==> config.mk <==
export PLATFORM = sky130hd
export DESIGN_NAME = swp_guard
export DESIGN_NICKNAME = d
export VERILOG_FILES = /design/src/rtl/swp_pkg.sv /design/src/rtl/swp_win_timer.sv /design/src/rtl/swp_seq_match.sv /design/src/rtl/swp_prot_flag.sv /design/src/rtl/swp_verdict.sv /design/src/rtl/swp_guard.sv
export SDC_FILE = /design/constraint.sdc
export NUM_CORES = 1
export LEC_CHECK = 0
export ABC_CLOCK_PERIOD_IN_PS = 2330
export BUFFER_PORTS_ARGS = -buffer_cell sky130_fd_sc_hd__buf_2
export CAP_MARGIN = 20
export CORE_MARGIN = 10
export CORE_UTILIZATION = 54
export CTS_BUF_LIST = sky130_fd_sc_hd__clkbuf_8
export CTS_CLUSTER_DIAMETER = 40
export CTS_CLUSTER_SIZE = 10
export DETAILED_ROUTE_END_ITERATION = 7
export PLACE_DENSITY = 0.79
export SYNTH_ARGS = -nofsm -noshare
export SYNTH_HDL_FRONTEND = slang
export SYNTH_SLANG_ARGS = --single-unit
==> constraint.sdc <==
create_clock -name clk -period 2.33 [get_ports clk]
set_input_delay 0.3495 -clock clk [delete_from_list [all_inputs] [get_ports clk]]
set_output_delay 0.3495 -clock clk [all_outputs]
set_load 0.005 [all_outputs]
==> src/rtl/swp_pkg.sv <==
package swp_pkg;

  localparam int unsigned PFX_EN_LEN  = 3;
  localparam int unsigned PFX_DIS_LEN = 6;

  typedef enum logic [2:0] {
    MS_IDLE,
    MS_SEQ,
    MS_EN_OK,
    MS_DIS_OK,
    MS_DATA
  } match_e;

  typedef struct packed {
    logic       commit;
    logic       abort;
    logic       busy;
    logic [2:0] pfx;
  } verdict_t;

endpackage

==> src/rtl/swp_win_timer.sv <==
module swp_win_timer #(
  parameter int unsigned WINDOW_CYC = 150
) (
  input  logic clk,
  input  logic rst,
  input  logic ev,
  output logic expire
);
  localparam int unsigned CW = (WINDOW_CYC > 2) ? $clog2(WINDOW_CYC) : 1;
  localparam logic [CW-1:0] LAST = CW'(WINDOW_CYC - 1);

  logic          active_q;
  logic [CW-1:0] gap_q;

  assign expire = active_q && !ev && (gap_q == LAST);

  always_ff @(posedge clk) begin
    if (rst) begin
      active_q <= 1'b0;
      gap_q    <= '0;
    end else if (ev) begin
      active_q <= 1'b1;
      gap_q    <= '0;
    end else if (expire) begin
      active_q <= 1'b0;
      gap_q    <= '0;
    end else if (active_q) begin
      gap_q    <= gap_q + CW'(1);
    end
  end
endmodule

==> src/rtl/swp_seq_match.sv <==
module swp_seq_match
  import swp_pkg::*;
#(
  parameter int unsigned ADDR_W = 16,
  parameter int unsigned DATA_W = 8,
  parameter logic [ADDR_W-1:0] A_HI = 16'h5555,
  parameter logic [ADDR_W-1:0] A_LO = 16'h2AAA,
  parameter logic [DATA_W-1:0] K1   = 8'hAA,
  parameter logic [DATA_W-1:0] K2   = 8'h55,
  parameter logic [DATA_W-1:0] K_EN = 8'hA0,
  parameter logic [DATA_W-1:0] K_ER = 8'h80,
  parameter logic [DATA_W-1:0] K_DS = 8'h20
) (
  input  logic              clk,
  input  logic              rst,
  input  logic              ev,
  input  logic [ADDR_W-1:0] addr,
  input  logic [DATA_W-1:0] data,
  input  logic              flush,
  output match_e            mode,
  output logic              data_seen
);
  localparam logic [ADDR_W-1:0] EXP_A [PFX_DIS_LEN] = '{A_HI, A_LO, A_HI, A_HI, A_LO, A_HI};
  localparam logic [DATA_W-1:0] EXP_D [PFX_DIS_LEN] = '{K1, K2, K_ER, K1, K2, K_DS};
  localparam logic [2:0] EN_POS  = 3'(PFX_EN_LEN - 1);
  localparam logic [2:0] DIS_POS = 3'(PFX_DIS_LEN - 1);

  logic [PFX_DIS_LEN-1:0] hit;
  logic                   en_hit;
  match_e                 mode_q;
  logic [2:0]             step_q;
  logic                   seen_q;

  for (genvar g = 0; g < PFX_DIS_LEN; g++) begin : g_cmp
    assign hit[g] = (addr == EXP_A[g]) && (data == EXP_D[g]);
  end

  assign en_hit    = (addr == A_HI) && (data == K_EN);
  assign mode      = mode_q;
  assign data_seen = seen_q;

  always_ff @(posedge clk) begin
    if (rst || flush) begin
      mode_q <= MS_IDLE;
      step_q <= '0;
      seen_q <= 1'b0;
    end else if (ev) begin
      case (mode_q)
        MS_IDLE, MS_SEQ: begin
          if (step_q == EN_POS && en_hit) begin
            mode_q <= MS_EN_OK;
          end else if (hit[step_q]) begin
            if (step_q == DIS_POS) begin
              mode_q <= MS_DIS_OK;
            end else begin
              mode_q <= MS_SEQ;
              step_q <= step_q + 3'd1;
            end
          end else begin
            mode_q <= MS_DATA;
          end
        end
        MS_EN_OK, MS_DIS_OK: seen_q <= 1'b1;
        default: ;
      endcase
    end
  end
endmodule

==> src/rtl/swp_prot_flag.sv <==
module swp_prot_flag (
  input  logic clk,
  input  logic factory_clr,
  input  logic set_req,
  input  logic clr_req,
  output logic prot
);
  logic prot_q = 1'b0;

  assign prot = prot_q;

  always_ff @(posedge clk) begin
    if (factory_clr)  prot_q <= 1'b0;
    else if (set_req) prot_q <= 1'b1;
    else if (clr_req) prot_q <= 1'b0;
  end
endmodule

==> src/rtl/swp_verdict.sv <==
module swp_verdict
  import swp_pkg::*;
(
  input  logic       clk,
  input  logic       rst,
  input  logic       expire,
  input  match_e     mode,
  input  logic       data_seen,
  input  logic       prot,
  output logic       set_req,
  output logic       clr_req,
  output verdict_t   vq
);
  verdict_t vd;

  assign set_req = !rst && expire && (mode == MS_EN_OK);
  assign clr_req = !rst && expire && (mode == MS_DIS_OK);

  always_comb begin
    vd = '0;
    if (expire) begin
      case (mode)
        MS_EN_OK: begin
          vd.busy   = 1'b1;
          vd.commit = data_seen;
          vd.pfx    = 3'(PFX_EN_LEN);
        end
        MS_DIS_OK: begin
          vd.busy   = 1'b1;
          vd.commit = data_seen;
          vd.pfx    = 3'(PFX_DIS_LEN);
        end
        MS_SEQ, MS_DATA: begin
          if (prot) begin
            vd.abort  = 1'b1;
          end else begin
            vd.commit = 1'b1;
            vd.busy   = 1'b1;
          end
        end
        default: ;
      endcase
    end
  end

  always_ff @(posedge clk) begin
    if (rst) vq <= '0;
    else     vq <= vd;
  end
endmodule

==> src/rtl/swp_guard.sv <==
module swp_guard
  import swp_pkg::*;
#(
  parameter int unsigned ADDR_W     = 16,
  parameter int unsigned DATA_W     = 8,
  parameter int unsigned WINDOW_CYC = 150,
  parameter logic [ADDR_W-1:0] A_HI = 16'h5555,
  parameter logic [ADDR_W-1:0] A_LO = 16'h2AAA,
  parameter logic [DATA_W-1:0] K1   = 8'hAA,
  parameter logic [DATA_W-1:0] K2   = 8'h55,
  parameter logic [DATA_W-1:0] K_EN = 8'hA0,
  parameter logic [DATA_W-1:0] K_ER = 8'h80,
  parameter logic [DATA_W-1:0] K_DS = 8'h20
) (
  input  logic              clk,
  input  logic              rst,
  input  logic              factory_clr,
  input  logic              ld_vld,
  input  logic [ADDR_W-1:0] ld_addr,
  input  logic [DATA_W-1:0] ld_data,
  output logic              prot_on,
  output logic              commit,
  output logic              abort,
  output logic              busy_start,
  output logic [2:0]        pfx_len
);
  logic     expire;
  match_e   mode;
  logic     data_seen;
  logic     set_req;
  logic     clr_req;
  verdict_t vq;

  swp_win_timer #(.WINDOW_CYC(WINDOW_CYC)) u_timer (
    .clk(clk), .rst(rst), .ev(ld_vld), .expire(expire)
  );

  swp_seq_match #(
    .ADDR_W(ADDR_W), .DATA_W(DATA_W), .A_HI(A_HI), .A_LO(A_LO),
    .K1(K1), .K2(K2), .K_EN(K_EN), .K_ER(K_ER), .K_DS(K_DS)
  ) u_match (
    .clk(clk), .rst(rst), .ev(ld_vld), .addr(ld_addr), .data(ld_data),
    .flush(expire), .mode(mode), .data_seen(data_seen)
  );

  swp_prot_flag u_flag (
    .clk(clk), .factory_clr(factory_clr), .set_req(set_req),
    .clr_req(clr_req), .prot(prot_on)
  );

  swp_verdict u_verdict (
    .clk(clk), .rst(rst), .expire(expire), .mode(mode),
    .data_seen(data_seen), .prot(prot_on), .set_req(set_req),
    .clr_req(clr_req), .vq(vq)
  );

  assign commit     = vq.commit;
  assign abort      = vq.abort;
  assign busy_start = vq.busy;
  assign pfx_len    = vq.pfx;
endmodule

# Word-level counts from Yosys, hierarchy flattened
# Index checks and enable logic that the tools add are counted.
# word_totals
register_bits	23
input_bits	28
out_inout_bits	7
elab_cells	71
# op_classes
add_sub_neg	2
magnitude_cmp	1
eq_ne	14
muxes	14
bitwise_logic	4
n_reduce_logical	26
# op_table
operator	n
$eq 8x8->1 const B	4
$eq 16x14->1 const B	1
$eq 16x15->1 const B	1
$logic_and 1x1->1	11
$eq 3x2->1 const B	3
$add 8x1->8 const B	1
$eq 8x6->1 const B	1
$eq 8x7->1 const B	1
$reduce_or 2->1	4
$mux 1	7
$eq 3x3->1 const B	2
$mux 3	2
$pmux 3 s2	1
$reduce_or 3->1	2
$reduce_and 5->1	1
$lt 3x4->1 const B	1
$not 1->1	4
$pmux 1 s2	2
$reduce_and 2->1	2
$reduce_bool 2->1	2
$add 3x1->3 const B	1
$bmux 1 s3	1
$eq 3x1->1 const B	1
$logic_not 3->1	1
other kinds (3)	4

# Depth between registers and ports, before layout
# Gate-level depths: netlist (run 1).
# depth
depth_word	7
ltp_mapped	7
mapped_depth_nobuf	7

# Cells and area by module
# From an unflattened synthesis (run 1), not the netlist that was laid out.
# hier_totals
cells_unflattened	147
hier_area_um2	1301.2
# modules_own_cells
module	instances	cells_each	area_each_um2	seq_area_each_um2
swp_seq_match	1	75	604.3	140.1
swp_win_timer	1	47	420.4	180.2
swp_verdict	1	21	237.7	120.1
swp_prot_flag	1	4	38.8	20.0

# Worst setup path before layout (run 1)
# No wires, ideal clock.
# synth_path
kind	input to register
from	input port ld_addr[12]
to	register u_match.step_q[1]
setup_time_ns	0.123
t_arrival_ns	1.592
t_required_ns	2.207
path_slack_ns	0.615
stages	5
n_path_buf	0
cell_sequence	and4bb_2 nand4_2 o32ai_2 a222oi_1 mux2_1
# synth_via
elab_chain_cells	5
word_cells_on_any_way	12
cone_classes	2 x eq/ne; 2 x mux; 1 x bitwise; 7 x reduce/logical
# synth_lines
item	line	source
from (decl)	swp_guard.sv:19	input logic [ADDR_W-1:0] ld_addr,
$eq 16x15->1 or $eq 16x14->1 (tied branches)	swp_seq_match.sv:35, swp_seq_match.sv:38	
$logic_and 1x1->1 (on tied branches)	swp_seq_match.sv:35, swp_seq_match.sv:38	
$bmux 1 s3 or $logic_and 1x1->1 (tied branches)	swp_seq_match.sv:52, swp_seq_match.sv:50	
$mux 1 (implied by the code) or $not 1->1 (tied branches)	-	
$reduce_and 5->1 (no source line) *	-	
to (signal assigned)	swp_seq_match.sv:57	step_q <= step_q + 3'd1;
to (decl)	swp_seq_match.sv:31	logic [2:0] step_q;
# Mark *: on every way between the ends. The rest lies on a longest branch, timed or not. The select of a mux whose other input is x is not followed.
# A chain may end at the register's enable or synchronous reset.

# Worst setup path in the final report (run 1)
# layout_path
from	register u_match.step_q[1]
to	register u_match.step_q[1]
# layout_via
elab_chain_cells	4
word_cells_on_any_way	9
cone_classes	1 x add/sub; 2 x eq/ne; 2 x mux; 2 x bitwise; 2 x reduce/logical
# layout_lines
item
branches (longest 4 deep; another with $reduce_and 5->1)
# Several ways; the timed one is not identified. The select of a mux whose other input is x is not followed.

==> results of run 1 <==
## cell type report
type	count	area [um2]	share of cell area
multi-input cells	111	787.0	0.5147
flip-flops and latches	23	460.4	0.3011
inverters	8	30.03	0.01964
well taps	28	35.03	0.02291
clock inverters	1	5.005	0.003273
repair buffers	34	170.2	0.1113
clock buffers	3	41.29	0.02700
## cells in the final DEF (no fill, tap or decap), types with 3 or more instances in the layout
| cell type | netlist | final |
|---|---|---|
| sky130_fd_sc_hd__buf_2 | 0 | 34 |
| sky130_fd_sc_hd__nor2_1 | 24 | 24 |
| sky130_fd_sc_hd__dfxtp_1 | 23 | 23 |
| sky130_fd_sc_hd__inv_1 | 8 | 8 |
| sky130_fd_sc_hd__a21oi_1 | 7 | 7 |
| sky130_fd_sc_hd__nand2_1 | 7 | 7 |
| sky130_fd_sc_hd__nand4_1 | 6 | 6 |
| sky130_fd_sc_hd__xor2_1 | 6 | 6 |
| sky130_fd_sc_hd__ha_1 | 5 | 5 |
| sky130_fd_sc_hd__nand2b_1 | 4 | 4 |
| sky130_fd_sc_hd__nand3_1 | 4 | 4 |
| sky130_fd_sc_hd__nor4bb_1 | 4 | 4 |
| sky130_fd_sc_hd__nor2b_1 | 3 | 3 |
| sky130_fd_sc_hd__and4bb_2 | 3 | 3 |
| sky130_fd_sc_hd__nand4_2 | 3 | 3 |
| sky130_fd_sc_hd__nor3_1 | 3 | 3 |
| sky130_fd_sc_hd__mux2i_1 | 3 | 3 |
| sky130_fd_sc_hd__xnor2_1 | 3 | 3 |
| sky130_fd_sc_hd__clkbuf_8 | 0 | 3 |
## flip-flops by register name, summed over array words and instances (netlist names)
| signal | flops |
|---|---|
| u_timer.gap_q | 8 |
| u_match.data_seen | 1 |
| u_match.step_q | 3 |
| u_verdict.vq | 6 |
| u_timer.active_q | 1 |
| u_flag.prot | 1 |
| u_match.mode | 3 |
## through the flow
step                      hold WS (ns)  setup slack [ns]  total power, W  instance area, um2
final                           0.2245            0.4288       0.0007414                1529
after CTS                       0.2223            0.4318       0.0007500                1529
after global placement          0.4553            0.4093       0.0004977                1483
after global routing            0.2130            0.3298       0.0007768                1529
after floorplan                 0.4219            0.6151       0.0004620                1296
after detailed placement        0.4564            0.3677       0.0005006                1483
## cell families after synthesis
kind of cell,share of synthesized area
AND/OR/NAND/NOR,0.3745
flip-flops,0.3552
AO/OA/AOI/OAI,0.09170
buffers and inverters,0.03765
XOR/XNOR,0.06081
adder cells (fa/ha/maj),0.04826
multiplexers,0.03185
## power groups by stage
stage,sequential (W),clock (W),combinational (W)
3_5_place_dp,0.000419,0,0.0000817
2_1_floorplan,0.000414,0,0.0000475
6_report,0.000410,0.000250,0.0000820
5_1_grt,0.000411,0.000273,0.0000927
3_3_place_gp,0.000419,0,0.0000788
4_1_cts,0.000410,0.000258,0.0000819
## per-layer routing
metal | wire length [um] | GRT usage
met5 | 0 | 0
met4 | 70 | 0.06158
met3 | 171 | 0.04026
met2 | 1536 | 0.2420
met1 | 1184 | 0.1564
## worst paths after layout
check | start | end | depth (start not counted)
hold reg to reg | u_match.data_seen | u_match.data_seen | 2
setup reg to reg | u_match.step_q[1] | u_match.step_q[1] | 5
setup / recovery | u_match.step_q[1] | u_match.step_q[1] | 5
hold / removal | factory_clr | u_flag.prot | 2
==> results.md, run 1 <==
STA:
- At the pin with the least slew margin, the transition time is 0.4742 ns.
- Based on the critical path, the design can be clocked at up to 526.0 MHz.
- The final-layout setup total negative slack is 0 ns.
- The final worst-path cycle share is 0.8160.
- The number of hold violations in the final report came to 0.
- The max-slew violation count is 0.
- The time the final worst path needs with I/O delays and setup is 1.901 ns.
- Across the routed clock network, the largest skew measured is 0.001602 ns.
- The relative slew slack is 0.6839.
- Setup violations remaining at the end of the flow were counted as 0.
- Setup repair after global routing left no endpoint under its margin.

Yosys:
- The summed instance area of the synthesized netlist is 0.001296 mm2.
- The fraction of synthesis flops using an asynchronous set or reset pin is 0.
- The portion of synthesized cell area occupied by the leading cell type is 0.3552.
- sky130_fd_sc_hd__dfxtp_1 takes more of the synthesized area than any other cell.
- Synthesis inferred 23 register bits.
- The register area share after synthesis is 0.3552.
- Counting instances in the post-synthesis netlist gives the leading cell types as sky130_fd_sc_hd__nor2_1 (24), sky130_fd_sc_hd__dfxtp_1 (23), sky130_fd_sc_hd__inv_1 (8).
- In this run, synthesis inferred 0 flip-flops with an integrated enable.
- During synthesis, Yosys emitted a total of 0 warnings.
- Synthesis produced a netlist whose cell count is 145.
- Sorting the synthesized cells by area gives the leading types as sky130_fd_sc_hd__dfxtp_1 (36%), sky130_fd_sc_hd__nor2_1 (6.9%), sky130_fd_sc_hd__ha_1 (4.8%).
- Dividing the synthesized area by the synthesized cell count gives 8.940 um2.
- Synthesis instantiated 40 different standard cells from the library.
- The number of nets handed over by synthesis was 178.
- By instance count, the leading cell after synthesis is sky130_fd_sc_hd__nor2_1.
- For this run, the leading register cell type out of synthesis is sky130_fd_sc_hd__dfxtp_1.

Placed design:
- The number of port buffers is 34.
- The wire-length estimate of the detail-placed layout is 2410 um.
- After detailed placement, the design holds a cell count of 204.
- Routability-driven placement finished with a final weighted congestion of 0.9026.

Global route:
- The number of global-route vias before repair is 1192.
- The initial antenna violation count is 0.
- Summed over all layers, the global routing overflow is 0.
- The pin count of the biggest net entering global routing is 14.
- The first global-routing pass estimated 5188 um of wire.
- For this run, the total global-route usage over all layers was measured as 0.1404.

Setup path:
- For the worst setup path, the data required time is 2.49 ns.
- Walking the worst path, the cells encountered are and4bb_4 -> nand4_2 -> o32ai_2 -> a222oi_1 -> mux2_1.
- The setup check on the worst reg-to-reg path leaves a slack of 0.43 ns.
- Of all nets on the critical path, the largest fanout is 7.
- The data arrival time of the critical path is 2.06 ns.
- The type of element launching the critical path is a register.
- The combined buffer and inverter count along the critical path is 0.
- The kind of end point of the critical path is a register.
- The slowest stage of the critical path belongs to the cell sky130_fd_sc_hd__a222oi_1.
- The family of cells with the greatest summed delay on the critical path is compound AO/OA/AOI/OAI gates.
- The critical path start-end classification is register to register.
- On the worst path, the slowest cell contributes a delay of 0.49 ns.

Status:
- The run finished with clean final reports.

Pwr:
- The internal portion of the total power is 0.0005599 W.
- Power spread over the standard cell area amounts to 484.9 mW/mm2.
- Of the total power, registers draw 0.552.
- The share of total power dissipated in combinational logic is 0.111.
- The share of total power dissipated in the clock network is 0.337.
- Of the total power, the share spent switching nets is 0.2448.
- The analysis attributes to net switching a power of 0.0001815 W.
- The peak supply drop is 0.5047 mV.
- Summed over all cells, the static leakage comes to 0.6680 nW.

Floorplanning:
- In this run the standard cell core region covers 0.002255 mm2.
- The starting density of the core is 0.5749.
- The floorplan step defined a die boundary enclosing 0.004760 mm2.
- The die outline width is 69.00 um.
- The number of I/O pins is 35.
- The die is 69.00 um tall.
- The number of placement rows is 17.

Clock network:
- The clock drives 23 sinks.
- The H-tree level count is 1.
- The total of cells resized after clock tree synthesis is 0.
- The number of hold buffers added after CTS was 0.
- The master cell of the clock root buffer is sky130_fd_sc_hd__clkbuf_8.
- Buffers added to address setup during post-CTS repair amount to 0.
- After clock tree synthesis, the clock-pin slew on the worst setup and hold paths is 0.08 ns.
- At the later pin of the worst-skew pair, clock insertion delay measures 0.27 ns.
- Buffers inserted during clock tree synthesis total 3.
- Counting along the longest clock path gives a buffer depth of 2.
- The CTS tree is done.

Worst hold path:
- The type of the tightest min-delay check is primary input to register.

Detailed routing:
- The detailed router's first-iteration violation count is 40.
- In the routed layout, each cell is associated on average with a via count of 5.639.
- The DRC violations left is 0.
- Detailed routing inserted a total of 1173 vias.
- In the final routed layout, each cell accounts on average for 14.24 um.
- The total wire length is 2962 um.
- The number of routed nets with antenna violations is 0.
- Before antenna repair, the detailed router went through 4 iterations.

Cells and area:
- The repair_antennas step left the layout with diodes totalling 0.
- The finished layout holds 208 standard cells, fillers aside.
- In the final layout, the share of cells above drive strength 1 is 0.2722.
- The net count of the finished layout is 214.
- Once layout is complete, the utilization of the core stands at 0.6781.
- Compared with the post-synthesis result, the final layout area differs by 17.95%.
- Counting the fill cells in the layout gives 211.

Flow run:
- The tool flagged a number of max-cap violations equal to 0.
Power figures use the tool's default switching activity.
==> run 2, diff against run 1 <==
--- a/config.mk
+++ b/config.mk
@@ -5,16 +5,17 @@
 export SDC_FILE = /design/constraint.sdc
 export NUM_CORES = 1
 export LEC_CHECK = 0
-export ABC_CLOCK_PERIOD_IN_PS = 2330
+export ABC_AREA = 1
+export ABC_CLOCK_PERIOD_IN_PS = 1700
 export BUFFER_PORTS_ARGS = -buffer_cell sky130_fd_sc_hd__buf_2
 export CAP_MARGIN = 20
 export CORE_MARGIN = 10
-export CORE_UTILIZATION = 54
+export CORE_UTILIZATION = 50
 export CTS_BUF_LIST = sky130_fd_sc_hd__clkbuf_8
 export CTS_CLUSTER_DIAMETER = 40
 export CTS_CLUSTER_SIZE = 10
 export DETAILED_ROUTE_END_ITERATION = 7
-export PLACE_DENSITY = 0.79
+export PLACE_DENSITY = 0.75
 export SYNTH_ARGS = -nofsm -noshare
 export SYNTH_HDL_FRONTEND = slang
 export SYNTH_SLANG_ARGS = --single-unit
==> constraint.sdc (replaced) <==
create_clock -name clk -period 1.7 [get_ports clk]
set_input_delay 0.255 -clock clk [delete_from_list [all_inputs] [get_ports clk]]
set_output_delay 0.255 -clock clk [all_outputs]
set_load 0.005 [all_outputs]
==> results.md, run 2 <==
Status:
- The run finished with clean final reports.

Floorplanning:
- The starting density of the core came to 0.5263 (-0.04860).
- The area of the die is 0.005492 mm2 (+15%).
- The number of I/O pins is 35 (unchanged).
- The floorplan die height was 74.11 um (+7.4%).
- The placeable core region is 0.002781 mm2 (+23%).
- The die outline width was 74.11 um (+7.4%).
- The number of placement rows is 19 (+2).

Yosys:
- The register area share after synthesis came to 0.3145 (-0.04068).
- The biggest area contributor in the post-synthesis netlist is sky130_fd_sc_hd__dfxtp_1.
- The number of cells produced by synthesis is 226 (+56%).
- The number of flops mapped to enable cells by yosys came to 0 (unchanged).
- The fraction of synthesis flops using an asynchronous set or reset pin is 0 (unchanged).
- The library cell with the highest instance count after synthesis is sky130_fd_sc_hd__nand2_1.
- The number of unique standard cell types used by synthesis is 25 (-38%).
- The register bit total from synthesis is 23 (unchanged).
- The summed instance area of the synthesized netlist came to 0.001464 mm2 (+13%).
- The mean instance size in the synthesized netlist is 6.477 um2 (-28%).
- The portion of synthesized cell area occupied by the leading cell type is 0.3145 (-0.04068).
- The post-synth net total came to 259 (+46%).
- The count of synthesis-stage warnings from yosys is 0 (unchanged).
- Ranked by instance count, the synthesized netlist is headed by sky130_fd_sc_hd__nand2_1 (41), sky130_fd_sc_hd__inv_1 (39), sky130_fd_sc_hd__nor2_1 (37).
- Ranked by total cell area, the synthesized netlist is headed by sky130_fd_sc_hd__dfxtp_1 (31%), sky130_fd_sc_hd__nand2_1 (11%), sky130_fd_sc_hd__inv_1 (10%).
- The most used flip-flop cell after synthesis is sky130_fd_sc_hd__dfxtp_1.

Detailed routing:
- The number of vias after detailed routing is 1416 (+21%).
- The DRC violations left is 0 (unchanged).
- The detailed router's first-iteration violation count came to 65 (+63%).
- The number of detailed-route iterations in the first pass came to 4 (unchanged).
- The average via count per standard cell is 4.800 (-15%).
- The number of routed nets with antenna violations came to 0 (unchanged).
- The final routed wire length divided by cell count is 10.03 um (-30%).
- The total wire length was 2960 um (about the same).

Global route:
- The number of global-route vias before repair was 1293 (+8.5%).
- The total global routing overflow is 0 (unchanged).
- The pin count of the biggest net entering global routing is 14 (unchanged).
- The combined global-route utilization of all metal layers was 0.1102 (-0.03014).
- The initial antenna violation count is 0 (unchanged).
- The global-route wire length before repair came to 5043 um (-2.8%).

Setup path:
- The required arrival time at the worst endpoint came to 1.90 ns (-0.59 ns).
- The signal on the critical path passes through inv_1 -> ha_1 -> nand3_1 -> nor3_1 -> nor2_2 -> nand2_2 -> inv_2 -> o21ai_0 -> a21oi_1.
- The data arrival time of the critical path was 1.71 ns (-0.35 ns).
- The critical path start-end classification is register to register.
- The cell type of the slowest stage on the worst timing path is sky130_fd_sc_hd__dfxtp_1.
- The worst setup path is captured at a register.
- The stage delay of the slowest cell on the critical path is 0.38 ns (-0.11 ns).
- The worst setup path is launched from a register.
- The largest driver fanout on the critical path is 6 (-1).

STA:
- Setup repair after global routing left no endpoint under its margin.
- The slew of the pin with the lowest slew margin came to 0.2823 ns (-0.1919 ns).
- The relative slew slack is 0.8104 (+0.1265).
- The final-layout setup total negative slack is 0 ns (unchanged).
- The maximum frequency from static timing analysis is 659.4 MHz (+25%).
- The time the final worst path needs with I/O delays and setup is 1.517 ns (-0.3846 ns).
- The max-slew violation count is 0 (unchanged).
- The setup clock skew after layout is 0.001931 ns (+0.0003285 ns).
- The total setup violations reported at the end of the flow was 0 (unchanged).
- The number of hold violations in the final report came to 0 (unchanged).
- The final worst-path cycle share was 0.8921 (+0.07616).

Placed design:
- The placed cell count was 291 (+43%).
- The HPWL after detailed placement is 2517 um (+4.5%).
- The routability-driven placement congestion ratio is 0.7741 (-14%).
- The number of port buffers was 34 (unchanged).

Clock network:
- The number of clock sinks came to 23 (unchanged).
- The clock latency at the later pin of the worst-skew pair came to 0.26 ns (about the same).
- The post-CTS setup buffer count is 0 (unchanged).
- The buffer depth of the longest clock path came to 2 (unchanged).
- The H-tree level count is 1 (unchanged).
- The clock-pin transition on the worst setup and hold timing paths is 0.08 ns (about the same).
- TritonCTS built the clock tree.
- The number of buffers created by CTS is 3 (unchanged).
- In this run the clock root is driven by a sky130_fd_sc_hd__clkbuf_8.

Cells and area:
- The most common library cell in the layout ignoring fill and taps is sky130_fd_sc_hd__nand2_1.
- The largest registers in the layout are u_timer.gap_q (8), u_verdict.vq (6).
- The number of inserted filler cells in the final layout was 273 (+29%).
- The fraction of final layout cells with drive strength greater than 1 is 0.2462 (-0.02601).
- The total number of nets in the final design was 298 (+39%).
- More flip-flops sit in one register than any other, and that register is u_timer.gap_q.
- The total inserted antenna cells came to 0 (unchanged).
- The flip-flop count of the largest register after layout was 8 (unchanged).
- The area added between synthesis and finish is 17.86% (about the same).
- The number of cells in the finished layout apart from fillers is 295 (+42%).
- Leaving out fill and tap cells, the most frequent cells in the layout are sky130_fd_sc_hd__nand2_1 (41), sky130_fd_sc_hd__inv_1 (39), sky130_fd_sc_hd__nor2_1 (37).

Worst hold path:
- The type of the tightest min-delay check is primary input to register.

Pwr:
- The power per cell area is 588.2 mW/mm2 (+21%).
- The peak supply drop is 0.9791 mV (+94%).
- The leakage power came to 0.8258 nW (+24%).

Flow run:
- The count of max-cap constraint violations came to 0 (unchanged).
run 2: changes by cell type after synthesis, sizes merged, moves of 5 or more:
cell	before	now
and4bb	5	0
nand2	7	47
inv	8	42
nand3	4	23
nor2	24	45
a21oi	7	15
run 2: worst paths after layout:
| path | from | endpoint | slack [ns] | cells after the start |
|---|---|---|---|---|
| setup / recovery | u_timer.gap_q[1] | u_timer.gap_q[0] | 0.18 | 9 |
| hold / removal | factory_clr | u_flag.prot | 0.14 | 2 |
| setup reg to reg | u_timer.gap_q[1] | u_timer.gap_q[0] | 0.18 | 9 |
| hold reg to reg | u_match.mode[0] | u_verdict.vq[0] | 0.41 | 1 |
run 2: cell families after synthesis:
logic type / Yosys count / share of synthesized area
simple gates: 130 / 0.4325
compound gates: 23 / 0.08462
fa+ha+maj: 5 / 0.04274
xor+xnor: 3 / 0.01795
flops: 23 / 0.3145
buf+inv: 42 / 0.1077
run 2: what timing repair did:
item / CTS / global route
resized for setup: 0 / 1
hold buffers: 0 / 0
endpoints found under the setup margin: 0 / 1
run 2: cell type report:
type                    count  area (um2)  area share
multi-input cells         161       852.1      0.4938
flip-flops and latches     23       460.4      0.2669
repair buffers             34       170.2     0.09862
inverters                  42       157.7     0.09137
clock buffers               3       41.29     0.02393
well taps                  31       38.79     0.02248
clock inverters             1       5.005    0.002901
run 2: layer usage:
layer,wire length (um),GRT usage,vias up
met1,1443,0.1389,599
met5,0,0,-
met3,188,0.04122,2
met4,14,0.02484,0
li1,-,-,790
met2,1314,0.1742,25
run 2: stage by stage:
stage	hold slack (ns)	area, um2	total power [W]	setup slack, ns	util
after floorplan	0.3247	1464	0.0006381	0.3550	-
after global placement	0.4028	1673	0.0006956	0.2007	0.6014
after detailed placement	0.4036	1673	0.0006963	0.1848	0.6014
after CTS	0.1345	1719	0.001034	0.1547	0.6181
after global routing	0.1308	1725	0.001075	0.01389	0.6203
final	0.1448	1725	0.001015	0.1834	0.6203
run 2: worst max-delay path: cells and delay by family, from the launching register on:
kind / cells / cell delay, ns
AOI/OAI and AO/OA: 2 / 0.20
buffers and inverters: 2 / 0.14
DFF: 1 / 0.38
and+or+nand+nor: 4 / 0.56
adders and majority gates: 1 / 0.17
run 2: power by group:
part           switching (W)  leakage [nW]  internal (W)
Sequential        0.00000787         0.186      0.000546
Combinational      0.0000786         0.614     0.0000516
Clock               0.000167        0.0255      0.000164
